--- src/rtl/vcmd_pkg.sv ---
package vcmd_pkg;

   typedef enum logic [2:0] {
      ST_IDLE,
      ST_ADDR,
      ST_ADDR_ACK,
      ST_WDATA,
      ST_WDATA_ACK,
      ST_RDATA,
      ST_RDATA_ACK,
      ST_IGNORE
   } bus_state_e;

   localparam int unsigned BYTE_W = 8;

endpackage

--- src/rtl/vcmd_sync.sv ---
module vcmd_sync #(
   parameter int unsigned WIDTH  = 4,
   parameter int unsigned STAGES = 2
) (
   input  logic             clk_i,
   input  logic             rst_ni,
   input  logic [WIDTH-1:0] async_i,
   output logic [WIDTH-1:0] sync_o
);

   logic [STAGES-1:0][WIDTH-1:0] chain_q;

   generate
      if (STAGES == 1) begin : g_single
         always_ff @(posedge clk_i or negedge rst_ni) begin
            if (!rst_ni) chain_q <= '1;
            else         chain_q <= async_i;
         end
      end else begin : g_multi
         always_ff @(posedge clk_i or negedge rst_ni) begin
            if (!rst_ni) chain_q <= '1;
            else         chain_q <= {chain_q[STAGES-2:0], async_i};
         end
      end
   endgenerate

   assign sync_o = chain_q[STAGES-1];

endmodule

--- src/rtl/vcmd_i2c_fsm.sv ---
module vcmd_i2c_fsm import vcmd_pkg::*; #(
   parameter logic [BYTE_W-2:0] TARGET_ADDR = 7'h0C,
   parameter int unsigned       FIELD_W     = 6
) (
   input  logic               clk_i,
   input  logic               rst_ni,
   input  logic               hold_i,
   input  logic               scl_s_i,
   input  logic               sda_s_i,
   input  logic [BYTE_W-1:0]  rd_data_i,
   output logic               sda_oe_o,
   output logic               wr_commit_o,
   output logic [FIELD_W-1:0] wr_field_o,
   output bus_state_e         state_o
);

   localparam int unsigned CNT_W = $clog2(BYTE_W + 1);
   localparam logic [CNT_W-1:0] LAST_BIT = CNT_W'(BYTE_W);

   bus_state_e        state_q;
   logic              scl_q, sda_q;
   logic [BYTE_W-1:0] shreg_q;
   logic [BYTE_W-2:0] tx_q;
   logic [CNT_W-1:0]  cnt_q;
   logic              rw_q;
   logic              oe_q;
   logic              commit_q;

   logic scl_rise, scl_fall, start_det, stop_det;

   assign scl_rise  = scl_s_i & ~scl_q;
   assign scl_fall  = ~scl_s_i & scl_q;
   assign start_det = scl_s_i & scl_q & sda_q & ~sda_s_i;
   assign stop_det  = scl_s_i & scl_q & ~sda_q & sda_s_i;

   always_ff @(posedge clk_i or negedge rst_ni) begin
      if (!rst_ni) begin
         state_q  <= ST_IDLE;
         scl_q    <= 1'b1;
         sda_q    <= 1'b1;
         shreg_q  <= '0;
         tx_q     <= '0;
         cnt_q    <= '0;
         rw_q     <= 1'b0;
         oe_q     <= 1'b0;
         commit_q <= 1'b0;
      end else begin
         scl_q    <= scl_s_i;
         sda_q    <= sda_s_i;
         commit_q <= 1'b0;
         if (hold_i) begin
            state_q <= ST_IDLE;
            oe_q    <= 1'b0;
         end else if (start_det) begin
            state_q <= ST_ADDR;
            cnt_q   <= '0;
            oe_q    <= 1'b0;
         end else if (stop_det) begin
            state_q <= ST_IDLE;
            oe_q    <= 1'b0;
         end else begin
            case (state_q)
               ST_ADDR: begin
                  if (scl_rise) begin
                     shreg_q <= {shreg_q[BYTE_W-2:0], sda_s_i};
                     cnt_q   <= cnt_q + CNT_W'(1);
                  end else if (scl_fall && cnt_q == LAST_BIT) begin
                     if (shreg_q[BYTE_W-1:1] == TARGET_ADDR) begin
                        rw_q    <= shreg_q[0];
                        oe_q    <= 1'b1;
                        state_q <= ST_ADDR_ACK;
                     end else begin
                        state_q <= ST_IGNORE;
                     end
                  end
               end
               ST_ADDR_ACK: begin
                  if (scl_fall) begin
                     cnt_q <= '0;
                     if (rw_q) begin
                        tx_q    <= rd_data_i[BYTE_W-2:0];
                        oe_q    <= ~rd_data_i[BYTE_W-1];
                        state_q <= ST_RDATA;
                     end else begin
                        oe_q    <= 1'b0;
                        state_q <= ST_WDATA;
                     end
                  end
               end
               ST_WDATA: begin
                  if (scl_rise) begin
                     shreg_q <= {shreg_q[BYTE_W-2:0], sda_s_i};
                     cnt_q   <= cnt_q + CNT_W'(1);
                  end else if (scl_fall && cnt_q == LAST_BIT) begin
                     oe_q     <= 1'b1;
                     commit_q <= 1'b1;
                     state_q  <= ST_WDATA_ACK;
                  end
               end
               ST_WDATA_ACK: begin
                  if (scl_fall) begin
                     oe_q    <= 1'b0;
                     state_q <= ST_IGNORE;
                  end
               end
               ST_RDATA: begin
                  if (scl_rise) begin
                     cnt_q <= cnt_q + CNT_W'(1);
                  end else if (scl_fall) begin
                     if (cnt_q == LAST_BIT) begin
                        oe_q    <= 1'b0;
                        state_q <= ST_RDATA_ACK;
                     end else begin
                        oe_q <= ~tx_q[BYTE_W-2];
                        tx_q <= {tx_q[BYTE_W-3:0], 1'b0};
                     end
                  end
               end
               ST_RDATA_ACK: begin
                  if (scl_rise) state_q <= ST_IGNORE;
               end
               default: ;
            endcase
         end
      end
   end

   assign sda_oe_o    = oe_q;
   assign wr_commit_o = commit_q;
   assign wr_field_o  = shreg_q[FIELD_W-1:0];
   assign state_o     = state_q;

endmodule

--- src/rtl/vcmd_cmd_reg.sv ---
module vcmd_cmd_reg import vcmd_pkg::*; #(
   parameter int unsigned VCODE_W = 4,
   parameter int unsigned SLEW_W  = 2
) (
   input  logic                      clk_i,
   input  logic                      rst_ni,
   input  logic                      wr_commit_i,
   input  logic [VCODE_W+SLEW_W-1:0] wr_field_i,
   output logic [VCODE_W-1:0]        volt_o,
   output logic [SLEW_W-1:0]         slew_o,
   output logic [BYTE_W-1:0]         rd_byte_o
);

   localparam int unsigned FIELD_W = VCODE_W + SLEW_W;

   logic [FIELD_W-1:0] cmd_q;

   always_ff @(posedge clk_i or negedge rst_ni) begin
      if (!rst_ni)          cmd_q <= '0;
      else if (wr_commit_i) cmd_q <= wr_field_i;
   end

   assign volt_o = cmd_q[VCODE_W-1:0];
   assign slew_o = cmd_q[FIELD_W-1:VCODE_W];

   generate
      if (FIELD_W < BYTE_W) begin : g_pad
         assign rd_byte_o = {{(BYTE_W - FIELD_W){1'b0}}, cmd_q};
      end else begin : g_full
         assign rd_byte_o = cmd_q;
      end
   endgenerate

endmodule

--- src/rtl/vcmd_out.sv ---
module vcmd_out #(
   parameter int unsigned VCODE_W = 4,
   parameter int unsigned SLEW_W  = 2,
   parameter int unsigned MV_W    = 16,
   parameter int unsigned MV_BASE = 850,
   parameter int unsigned MV_STEP = 50
) (
   input  logic               clk_i,
   input  logic               rst_ni,
   input  logic               pin_mode_i,
   input  logic               reg_en_i,
   input  logic [VCODE_W-1:0] pin_code_i,
   input  logic [VCODE_W-1:0] reg_volt_i,
   input  logic [SLEW_W-1:0]  reg_slew_i,
   output logic [VCODE_W-1:0] volt_o,
   output logic [SLEW_W-1:0]  slew_o,
   output logic               on_o,
   output logic [MV_W-1:0]    mv_o
);

   logic [VCODE_W-1:0] code_sel;
   logic [MV_W-1:0]    mv_calc;

   always_comb begin
      code_sel = pin_mode_i ? pin_code_i : reg_volt_i;
      mv_calc  = MV_W'(MV_BASE) + MV_W'(code_sel) * MV_W'(MV_STEP);
   end

   always_ff @(posedge clk_i or negedge rst_ni) begin
      if (!rst_ni) begin
         volt_o <= '0;
         slew_o <= '0;
         on_o   <= 1'b0;
         mv_o   <= '0;
      end else if (reg_en_i) begin
         volt_o <= code_sel;
         slew_o <= reg_slew_i;
         on_o   <= 1'b1;
         mv_o   <= mv_calc;
      end else begin
         volt_o <= '0;
         slew_o <= '0;
         on_o   <= 1'b0;
         mv_o   <= '0;
      end
   end

endmodule

--- src/rtl/vcmd_i2c_target.sv ---
module vcmd_i2c_target import vcmd_pkg::*; #(
   parameter logic [6:0]  TARGET_ADDR = 7'h0C,
   parameter int unsigned VCODE_W     = 4,
   parameter int unsigned SLEW_W      = 2,
   parameter int unsigned MV_W        = 16,
   parameter int unsigned MV_BASE     = 850,
   parameter int unsigned MV_STEP     = 50,
   parameter int unsigned SYNC_STAGES = 2
) (
   input  logic               clk_i,
   input  logic               rst_ni,
   input  logic               scl_i,
   input  logic               sda_i,
   output logic               sda_oe_o,
   input  logic               pin_mode_i,
   input  logic [VCODE_W-3:0] vid_hi_i,
   input  logic               reg_en_i,
   output logic [VCODE_W-1:0] volt_code_o,
   output logic [SLEW_W-1:0]  slew_code_o,
   output logic               out_on_o,
   output logic [MV_W-1:0]    mv_o
);

   localparam int unsigned FIELD_W = VCODE_W + SLEW_W;
   localparam longint MV_MAX = longint'(MV_BASE) + (longint'(1) << VCODE_W) * longint'(MV_STEP) - longint'(MV_STEP);

   generate
      if (VCODE_W < 3 || FIELD_W > BYTE_W) begin : g_bad_fields
         $error("vcmd_i2c_target: code fields do not fit the command byte");
      end
      if (SYNC_STAGES < 2) begin : g_bad_sync
         $error("vcmd_i2c_target: at least two synchronizer stages required");
      end
      if (MV_MAX >= (longint'(1) << MV_W)) begin : g_bad_mv
         $error("vcmd_i2c_target: millivolt output too narrow");
      end
   endgenerate

   logic [VCODE_W-1:0] pin_s;
   logic               wr_commit;
   logic [FIELD_W-1:0] wr_field;
   logic [VCODE_W-1:0] reg_volt;
   logic [SLEW_W-1:0]  reg_slew;
   logic [BYTE_W-1:0]  rd_byte;
   bus_state_e         bus_state;

   vcmd_sync #(
      .WIDTH  (VCODE_W),
      .STAGES (SYNC_STAGES)
   ) u_sync (
      .clk_i   (clk_i),
      .rst_ni  (rst_ni),
      .async_i ({vid_hi_i, sda_i, scl_i}),
      .sync_o  (pin_s)
   );

   vcmd_i2c_fsm #(
      .TARGET_ADDR (TARGET_ADDR),
      .FIELD_W     (FIELD_W)
   ) u_fsm (
      .clk_i       (clk_i),
      .rst_ni      (rst_ni),
      .hold_i      (pin_mode_i),
      .scl_s_i     (pin_s[0]),
      .sda_s_i     (pin_s[1]),
      .rd_data_i   (rd_byte),
      .sda_oe_o    (sda_oe_o),
      .wr_commit_o (wr_commit),
      .wr_field_o  (wr_field),
      .state_o     (bus_state)
   );

   vcmd_cmd_reg #(
      .VCODE_W (VCODE_W),
      .SLEW_W  (SLEW_W)
   ) u_reg (
      .clk_i       (clk_i),
      .rst_ni      (rst_ni),
      .wr_commit_i (wr_commit),
      .wr_field_i  (wr_field),
      .volt_o      (reg_volt),
      .slew_o      (reg_slew),
      .rd_byte_o   (rd_byte)
   );

   vcmd_out #(
      .VCODE_W (VCODE_W),
      .SLEW_W  (SLEW_W),
      .MV_W    (MV_W),
      .MV_BASE (MV_BASE),
      .MV_STEP (MV_STEP)
   ) u_out (
      .clk_i      (clk_i),
      .rst_ni     (rst_ni),
      .pin_mode_i (pin_mode_i),
      .reg_en_i   (reg_en_i),
      .pin_code_i (pin_s),
      .reg_volt_i (reg_volt),
      .reg_slew_i (reg_slew),
      .volt_o     (volt_code_o),
      .slew_o     (slew_code_o),
      .on_o       (out_on_o),
      .mv_o       (mv_o)
   );

endmodule

--- config.mk ---
export PLATFORM = sky130hd
export DESIGN_NAME = vcmd_i2c_target
export DESIGN_NICKNAME = d
export VERILOG_FILES = /design/src/rtl/vcmd_pkg.sv /design/src/rtl/vcmd_sync.sv /design/src/rtl/vcmd_i2c_fsm.sv /design/src/rtl/vcmd_cmd_reg.sv /design/src/rtl/vcmd_out.sv /design/src/rtl/vcmd_i2c_target.sv
export SDC_FILE = /design/constraint.sdc
export NUM_CORES = 1
export LEC_CHECK = 0
export BUFFER_PORTS_ARGS = -buffer_cell sky130_fd_sc_hd__buf_2
export CELL_PAD_IN_SITES_DETAIL_PLACEMENT = 1
export CELL_PAD_IN_SITES_GLOBAL_PLACEMENT = 2
export CORE_ASPECT_RATIO = 1.75
export CORE_UTILIZATION = 42
export DETAILED_ROUTE_END_ITERATION = 7
export PLACE_DENSITY = 0.83
export SLEW_MARGIN = 30
export SYNTH_ARGS = -nofsm -noshare
export SYNTH_HDL_FRONTEND = slang
export SYNTH_SLANG_ARGS = --single-unit
--- constraint.sdc ---
create_clock -name clk_i -period 6.3 [get_ports clk_i]
set_clock_uncertainty 0.15 [all_clocks]
set_input_delay 0.945 -clock clk_i [delete_from_list [all_inputs] [get_ports clk_i]]
set_output_delay 0.945 -clock clk_i [all_outputs]
set_load 0.005 [all_outputs]
# Word level (Yosys, flattened, before mapping)
# Cells that the tools add are included.
[word_totals]
ff_bits = 64
in_bits = 8
output_inout_bits = 24
word_cells = 128
[classes]
n_addsub = 2
multipliers = 1
eq_ne = 27
muxes = 53
bitwise_logic = 16
reduce_logical = 13
[ops]
columns = ["cell", "count"]
rows = [
  ["$mux W3", 15],
  ["$ne A5 B2 Y1 const B", 8],
  ["$mux W7", 5],
  ["$mux W4", 6],
  ["$mux W1", 21],
  ["$pmux W3 S6", 1],
  ["$mux W16", 1],
  ["$ne A5 B5 Y1 const B", 3],
  ["$pmux W7 S2", 1],
  ["$add A10 B10 Y11 const A", 1],
  ["$reduce_and A11 Y1", 1],
  ["$reduce_and A10 Y1", 1],
  ["$reduce_and A5 Y1", 2],
  ["$eq A3 B3 Y1 const B", 3],
  ["$mul A4 B5 Y9 const B", 1],
  ["$not A1 Y1", 9],
  ["$reduce_and A9 Y1", 1],
  ["$reduce_bool A9 Y1", 1],
  ["$ne A2 B1 Y1 const B", 4],
  ["$pmux W4 S2", 1],
  ["$reduce_bool A8 Y1", 1],
  ["$and A1 B1 Y1", 7],
  ["$eq A7 B4 Y1 const B", 1],
  ["$reduce_and A7 Y1", 1],
  ["other kinds (13)", 16],
]

# Logic depth before layout (Yosys ltp)
# Gate-level depths: netlist of run 1.
[depth]
ltp_word = 9
ltp_mapped = 10
mapped_depth_nobuf = 9

# Modules after synthesis
# From an unflattened synthesis of run 1, not the netlist that was laid out.
[hier_totals]
cells_unflattened = 270
hier_area_um2 = 3041.7
[by_module_without_submodules]
columns = ["module", "n_inst", "cells_per_inst", "area_per_inst_um2"]
rows = [
  ["vcmd_i2c_fsm", 1, 151, 1544.0],
  ["vcmd_out", 1, 85, 942.2],
  ["vcmd_cmd_reg", 1, 22, 315.3],
  ["vcmd_sync", 1, 12, 240.2],
]

# Worst setup path before layout of run 1
# Ideal clock, no wire load.
[synth_path]
path_type = "input to register"
start = "input port pin_mode_i"
end = "register u_out.mv_o[9]"
arrival_time_ns = 3.064
required_time_ns = 6.026
slack_ns = 2.962
stages = 10
path_buffers = 1
cell_sequence = "buf_6 > mux2_2 > ha_1 > ha_1 > fa_1 > a21oi_1 > o21ai_1 > a211oi_2 > xnor2_1 > nor2_1"
[synth_between]
elab_chain_len = 4
[synth_lines]
columns = ["element", "line_no", "rtl"]
rows = [
  ["from (decl)", "vcmd_i2c_target.sv:15", "input logic pin_mode_i,"],
  ["$mux W4", "vcmd_out.sv:25", "code_sel = pin_mode_i ? pin_code_i : reg_volt_i;"],
  ["$mul A4 B5 Y9", "vcmd_out.sv:26", "mv_calc = MV_W'(MV_BASE) + MV_W'(code_sel) * MV_W'(MV_STEP);"],
  ["$add A10 B10 Y11", "vcmd_out.sv:26", ""],
  ["$mux W16", "vcmd_out.sv:35", "end else if (reg_en_i) begin"],
  ["to (signal assigned)", "vcmd_out.sv:39", "mv_o <= mv_calc;"],
  ["to (decl)", "vcmd_out.sv:18", "output logic [MV_W-1:0] mv_o"],
]
# Every way passes these cells.
# A chain may end at the register's enable or synchronous reset.

# Worst setup path after layout of run 1
# Ends and elaborated chain as after synthesis.

==> results.json, run 1 <==
{
  "run_status": "completed",
  "gp_congestion": 0.793,
  "ant_nets": 0,
  "whs_path_depth": 0,
  "grt_max_degree": 59,
  "r2r_slack_ns": 3.26,
  "grt_pass1_wl_um": 11000,
  "ys_seq_area_share_pct": 49.9,
  "max-vdd-ir-drop_uv": 160,
  "synth-seq-cells": 58,
  "grt_use_met3_pct": 5.79,
  "fmax_mhz": 288,
  "vias_per_cell": 5.38,
  "r2r_cells": 9,
  "slew_headroom_pct": 49.7,
  "r2r-start": "u_sync.sync_o[0]",
  "antenna_found_initial": 0,
  "grt_usage_pct": 20.6,
  "synth_area_um2": 2940,
  "max_slew.worst_pin.slew_ns": 0.751,
  "period_needed_ns": 3.47,
  "hpwl_um": 4660,
  "setup_ws_ns": 2.83,
  "core_um2": 6810,
  "grt_pass1_vias": 2213,
  "crit_type": "in -> reg",
  "drt_iter0_markers": 73,
  "die-area_um2": 7340,
  "vias": 1976,
  "drv_cap": 0,
  "dr.pass1.iters": 4,
  "clock-sinks": 58,
  "wl_per_cell_um": 18.0,
  "finalSetupViolCount": 0,
  "rows": 40,
  "yosysWarnings": 0,
  "crit_path_start": "pin_mode_i",
  "fp.dieH_um": 113,
  "post-cts-setup-buffer-count": 0,
  "final.period_utilization_pct": 55.1,
  "cts_root_buf": "clkbuf_16",
  "worstReg2RegEnd": "u_out.mv_o[9]",
  "whs_endpoint": "u_sync.sync_o[0]",
  "drive_gt1_share_pct": 28.3,
  "nNetsFinal": 298,
  "routed_wl_um": 6590,
  "die_w_um": 65.2,
  "maxSlewViolCount": 0,
  "required_ns": 6.35,
  "synthDistinctLibCells": 67,
  "leakage_nw": 1.62,
  "synth_edf_count": 0,
  "grtUsageMet2_pct": 36.5,
  "initial_core_util_pct": 43.1,
  "synthFlopType": "dfrtp_1",
  "clock_latency_ns": 0.33,
  "nFillCells": 746,
  "cts_buffer_depth": 2,
  "final_cell_mix": "48 x dfrtp_1, 25 x buf_2, 23 x nor2_1",
  "place_ws_ns": 2.51,
  "min_from": "u_sync.chain_q[0]",
  "num_io_pins": 32,
  "num_antenna_cells": 0,
  "cts_made_buffers": 9,
  "hold_buffers": 0,
  "cp-end-kind": "flop",
  "ys_async_sr_fraction_pct": 100,
  "finalSetupTns_ns": 0,
  "crit_path_max_fanout": 14,
  "worstSetupStartpointType": "input port",
  "avgSynthCellArea_um2": 11.7,
  "cts_tree": "built",
  "synth_cells": 251,
  "hold_slack_ns": 0.199,
  "cts_resized": 0,
  "grt_use_met1_pct": 21.6,
  "layout_commonest_cell": "dfrtp_1",
  "p_per_area_nw_per_um2": 362,
  "grt.busiest_layer": "met2",
  "hold_viol": 0,
  "hold_path_class": "reg -> reg",
  "port_buffers": 25,
  "totalPowerFinal_mw": 1.22,
  "rsz0062_at_grt": "no",
  "drc": 0,
  "htreeDepth": 3,
  "clkTransAtPathRegs_ns": 0.05,
  "syn_to_final_growth_pct": 14.3,
  "globalRouteOverflowTotal": 0,
  "cp_data_arrival_time_ns": 3.52
}
## worst max path at each step
stage / to / slack, ns
2_1_floorplan: u_out.mv_o[9] / 2.96
6_report: u_out.mv_o[9] / 2.83
4_1_cts: u_out.mv_o[9] / 2.84
3_3_place_gp: u_out.mv_o[9] / 2.62
5_1_grt: u_out.mv_o[9] / 2.66
3_5_place_dp: u_out.mv_o[9] / 2.51
## report_power, final
| group | internal, mW | switching [mW] |
|---|---|---|
| sequential | 0.439 | 0.0742 |
| clock | 0.287 | 0.152 |
| combinational | 0.120 | 0.143 |
| total | 0.846 | 0.369 |
## registers in the layout, indices dropped and copies added, names as in the netlist
register and flops:
u_fsm.state_o 3, u_fsm.tx_q 7, u_out.mv_o 10, u_fsm.wr_commit_o 1
u_fsm.cnt_q 4, u_sync.chain_q 4, u_fsm.sda_oe_o 1, u_out.volt_o 4
u_reg.cmd_q 6, u_fsm.sda_q 1, u_sync.sync_o 4, u_fsm.rw_q 1
u_fsm.scl_q 1, u_fsm.shreg_q 8, u_out.slew_o 2, u_out.on_o 1
## logic make-up after synthesis
group	after synthesis	synth area share, %
compound gates	50	12.0
xor+xnor	10	2.98
fa+ha+maj	12	5.37
buf+inv	25	4.99
flops	58	49.9
mux	25	9.89
other cells	1	0.128
simple gates	70	14.8
## per-stage QoR
stage	std cells	area [um^2]	util [%]
finish	367	3350	49.3
global route	367	3350	49.3
CTS	367	3350	49.3
detailed placement	351	3080	45.3
global placement	351	3080	45.3
floorplan	256	2950	-
## layout make-up
| class | count | area [um^2] | share of cell area [%] |
|---|---|---|---|
| inverters | 10 | 37.5 | 1.12 |
| repair buffers | 26 | 133 | 3.95 |
| flip-flops and latches | 58 | 1460 | 43.6 |
| well taps | 84 | 105 | 3.13 |
| multi-input cells | 173 | 1340 | 40.1 |
| clock buffers | 16 | 272 | 8.09 |
## per-layer routing
metal / routed length [um] / up-vias / share of wire (%)
li1: - / 931 / -
met2: 3750 / 29 / 57
met3: 190 / 14 / 2.9
met5: 0 / - / 0
met4: 187 / 0 / 2.8
met1: 2470 / 1002 / 37
## cell usage after synthesis (2+ instances only)
master	number	share of area [%]
inv_2	2	0.26
a21o_1	2	0.51
nand2b_1	3	0.64
nor2_1	23	2.9
o32a_1	2	0.68
inv_1	8	1.0
xor2_1	4	1.2
o21ai_0	3	0.51
a21oi_1	17	2.9
dfrtp_1	48	41
dfstp_2	10	9.0
buf_2	3	0.51
buf_6	3	1.2
buf_4	7	1.8
xnor2_1	6	1.8
nand2_1	8	1.0
clkbuf_1	2	0.26
a31oi_1	3	0.64
ha_1	11	4.7
o21ai_1	4	0.68
and2_1	6	1.3
mux2_1	2	0.77
or3b_1	2	0.60
nand4_1	2	0.43
mux2_2	16	6.1
nand3b_1	2	0.51
nor2b_1	2	0.43
o21a_1	3	0.77
nand3_1	5	0.85
mux2i_1	5	1.7
## critical path: stages
cell and delay, ns:
buf_2 0.31, mux2_2 0.41, ha_1 0.33, ha_1 0.25, fa_1 0.42, xnor2_1 0.30
inv_1 0.15, a211oi_2 0.22, xnor2_1 0.14, nor2_1 0.05
(Power assumes the default switching activity.)
==> run 2, diff against run 1 <==
--- a/config.mk
+++ b/config.mk
@@ -5,13 +5,14 @@
 export SDC_FILE = /design/constraint.sdc
 export NUM_CORES = 1
 export LEC_CHECK = 0
+export ABC_AREA = 1
 export BUFFER_PORTS_ARGS = -buffer_cell sky130_fd_sc_hd__buf_2
 export CELL_PAD_IN_SITES_DETAIL_PLACEMENT = 1
 export CELL_PAD_IN_SITES_GLOBAL_PLACEMENT = 2
 export CORE_ASPECT_RATIO = 1.75
-export CORE_UTILIZATION = 42
+export CORE_UTILIZATION = 32
 export DETAILED_ROUTE_END_ITERATION = 7
-export PLACE_DENSITY = 0.83
+export PLACE_DENSITY = 0.74
 export SLEW_MARGIN = 30
 export SYNTH_ARGS = -nofsm -noshare
 export SYNTH_HDL_FRONTEND = slang
==> constraint.sdc (replaced) <==
create_clock -name clk_i -period 2.9 [get_ports clk_i]
set_clock_uncertainty 0.15 [all_clocks]
set_input_delay 0.435 -clock clk_i [delete_from_list [all_inputs] [get_ports clk_i]]
set_output_delay 0.435 -clock clk_i [all_outputs]
set_load 0.005 [all_outputs]
==> run 2 against run 1 <==
Effect of this change:
- first-iteration DRC count fell by 25%
- synthesized cell count increased by 40%
- design area grew 6.6%
- wire length rose by 12%
- sequential cell count is the same
- core utilization shrank 10 points
- count of clock-buffer cells in the layout shrank 4
- non-clock buffer count grew 6
- register-to-register slack got worse by 3.1 ns
- cell count up 39%
- highest routed layer unchanged
==> results.json, run 2 <==
{
  "crit_path_max_fanout": 6,
  "dp.cells": 494,
  "htreeDepth": 3,
  "port_buffers": 25,
  "nNetsFinal": 406,
  "synth_cells": 352,
  "synth_area_um2": 3000,
  "die-area_um2": 9770,
  "layout_commonest_cell": "nand2_1",
  "r2r_cells": 11,
  "yosysMostFrequentCell": "nand2_1",
  "leakage_nw": 1.80,
  "grt_max_degree": 23,
  "top_layer": "met4",
  "syn_to_final_growth_pct": 19.3,
  "routed_wl_um": 7420,
  "clock-sinks": 58,
  "rsz0062_at_grt": "no",
  "fp.dieH_um": 130,
  "post-cts-setup-buffer-count": 0,
  "synthFlopType": "dfrtp_1",
  "drive_gt1_share_pct": 20.7,
  "multi_input_area_um2": 1290,
  "ys_seq_area_share_pct": 48.9,
  "grt_pass1_wl_um": 12800,
  "cts_resized": 0,
  "wl_per_cell_um": 14.5,
  "cts_tree": "built",
  "clkTransAtPathRegs_ns": 0.05,
  "cp_data_arrival_time_ns": 2.80,
  "p_per_area_nw_per_um2": 852,
  "fmax_mhz": 365,
  "period_needed_ns": 2.74,
  "netlist_top_cells_area": "dfrtp_1 40%, nand2_1 10%, dfstp_2 8.8%",
  "cts_buffer_depth": 2,
  "initial_core_util_pct": 33.0,
  "r2r-start": "u_sync.sync_o[0]",
  "register_area_um2": 1460,
  "gp_congestion": 0.830,
  "drc": 0,
  "max-vdd-ir-drop_uv": 330,
  "run_status": "completed",
  "finalSetupTns_ns": 0,
  "synth_edf_count": 0,
  "synthDistinctLibCells": 32,
  "setup_ws_ns": 0.158,
  "wl_met1_um": 2810,
  "required_ns": 2.96,
  "hold_viol": 0,
  "maxSlewViolCount": 0,
  "cts_root_buf": "clkbuf_16",
  "core_um2": 9090,
  "rows": 46,
  "hpwl_um": 5700,
  "ant_nets": 0,
  "yosysWarnings": 0,
  "top_regs": "u_out.mv_o x10, u_fsm.shreg_q x8, u_fsm.tx_q x7",
  "clock_latency_ns": 0.32,
  "die_w_um": 75.2,
  "synth-seq-cells": 58,
  "final_cell_mix": "81 x nand2_1, 48 x dfrtp_1, 37 x inv_1",
  "grt_pass1_vias": 2667,
  "r2r_slack_ns": 0.16,
  "worstSetupStartpointType": "flop",
  "ys_async_sr_fraction_pct": 100,
  "max_slew.worst_pin.slew_ns": 0.503,
  "post_layout_nonfiller_instances": 511,
  "avgSynthCellArea_um2": 8.51,
  "place_ws_ns": 0.0635,
  "drv_cap": 0,
  "hold_path_class": "in -> reg",
  "num_io_pins": 32,
  "num_antenna_cells": 0,
  "route.met3.wl_um": 164,
  "largest_reg_flops": 10,
  "dr.pass1.iters": 4,
  "nFillCells": 1160,
  "crit_type": "reg -> reg",
  "crit_end": "u_out.mv_o[9]",
  "globalRouteOverflowTotal": 0,
  "antenna_found_initial": 0,
  "cts_made_buffers": 9,
  "vias_per_cell": 4.75,
  "worstReg2RegEnd": "u_out.mv_o[9]",
  "final.period_utilization_pct": 94.6,
  "drt_iter0_markers": 55,
  "cp-end-kind": "flop",
  "slew_headroom_pct": 66.3,
  "finalSetupViolCount": 0,
  "grt_usage_pct": 17.8,
  "crit_path_start": "u_sync.sync_o[0]",
  "synth_top_area_cell": "dfrtp_1",
  "synthTopCellsByCount": "81 x nand2_1, 48 x dfrtp_1, 37 x inv_1",
  "synth_top_area_share_pct": 40.1,
  "hold_buffers": 1,
  "totalPowerFinal_mw": 3.05,
  "vias": 2427,
  "regMostFlops": "u_out.mv_o",
  "hold_slack_ns": 0.0634,
  "met2_length_um": 4110
}
## run 2: cell types whose count changed after synthesis, moves of 12 or more
cell	change
nand2_1	+73
inv_1	+29
mux2_2	-16
nand3_1	+15
o21ai_0	+13
nor2_1	+12
## run 2: how the worst min path moves through the flow
stage                           start           endpoint  slack (ns)  cells after the start
finish                    vid_hi_i[0]  u_sync.chain_q[2]        0.06                      1
global route              vid_hi_i[0]  u_sync.chain_q[2]        0.05                      1
CTS                             sda_i  u_sync.chain_q[1]        0.05                      1
detailed placement  u_sync.chain_q[2]   u_sync.sync_o[2]        0.20                      0
global placement    u_sync.chain_q[3]   u_sync.sync_o[3]        0.20                      0
floorplan                      rst_ni     u_fsm.cnt_q[0]       -0.01                      0
## run 2: routing by layer
metal / up-vias / GRT usage, %
li1: 1182 / -
met1: 1188 / 18.8
met2: 39 / 31.6
met3: 18 / 2.93
met4: 0 / 11.7
met5: - / 0
## run 2: cell type report
type | count | area share [%]
clock buffers | 12 | 7.17
clock inverters | 4 | 2.06
inverters | 42 | 4.41
multi-input cells | 243 | 36.2
flip-flops and latches | 58 | 40.9
well taps | 120 | 4.20
repair buffers | 32 | 5.04
## run 2: worst max-delay path, stage by stage, from the launching register on
cell	delay, ns
dfstp_2	0.60
nand2_1	0.09
o21ai_2	0.13
ha_1	0.30
ha_1	0.23
fa_1	0.51
nor2_1	0.14
nand4_1	0.10
nand2_1	0.10
nand2_1	0.08
a21oi_1	0.14
nor2_1	0.06
## run 2: where the power goes
part           switching (mW)  internal [mW]  total (mW)
combinational           0.491          0.259       0.750
clock                   0.358          0.798        1.16
sequential              0.151          0.989        1.14
total                    1.00           2.05        3.05
## run 2: cells by family (layout without fill, tap and decap cells)
logic type               Yosys count  after routing  share of synthesized area (%)
adder cells (fa/ha/maj)           12             12                           5.26
flip-flops                        58             58                           48.9
other                              1              6                          0.125
AND/OR/NAND/NOR                  164            164                           25.2
buffers and inverters             56             90                           8.60
XOR/XNOR                           6              6                           1.75
AO/OA/AOI/OAI                     55             55                           10.2
## run 2: metrics by stage
stage / instance area (um^2) / util, %
finish: 3580 / 39.3
detailed placement: 3240 / 35.6
global route: 3580 / 39.3
CTS: 3580 / 39.3
floorplan: 3020 / -
global placement: 3240 / 35.6
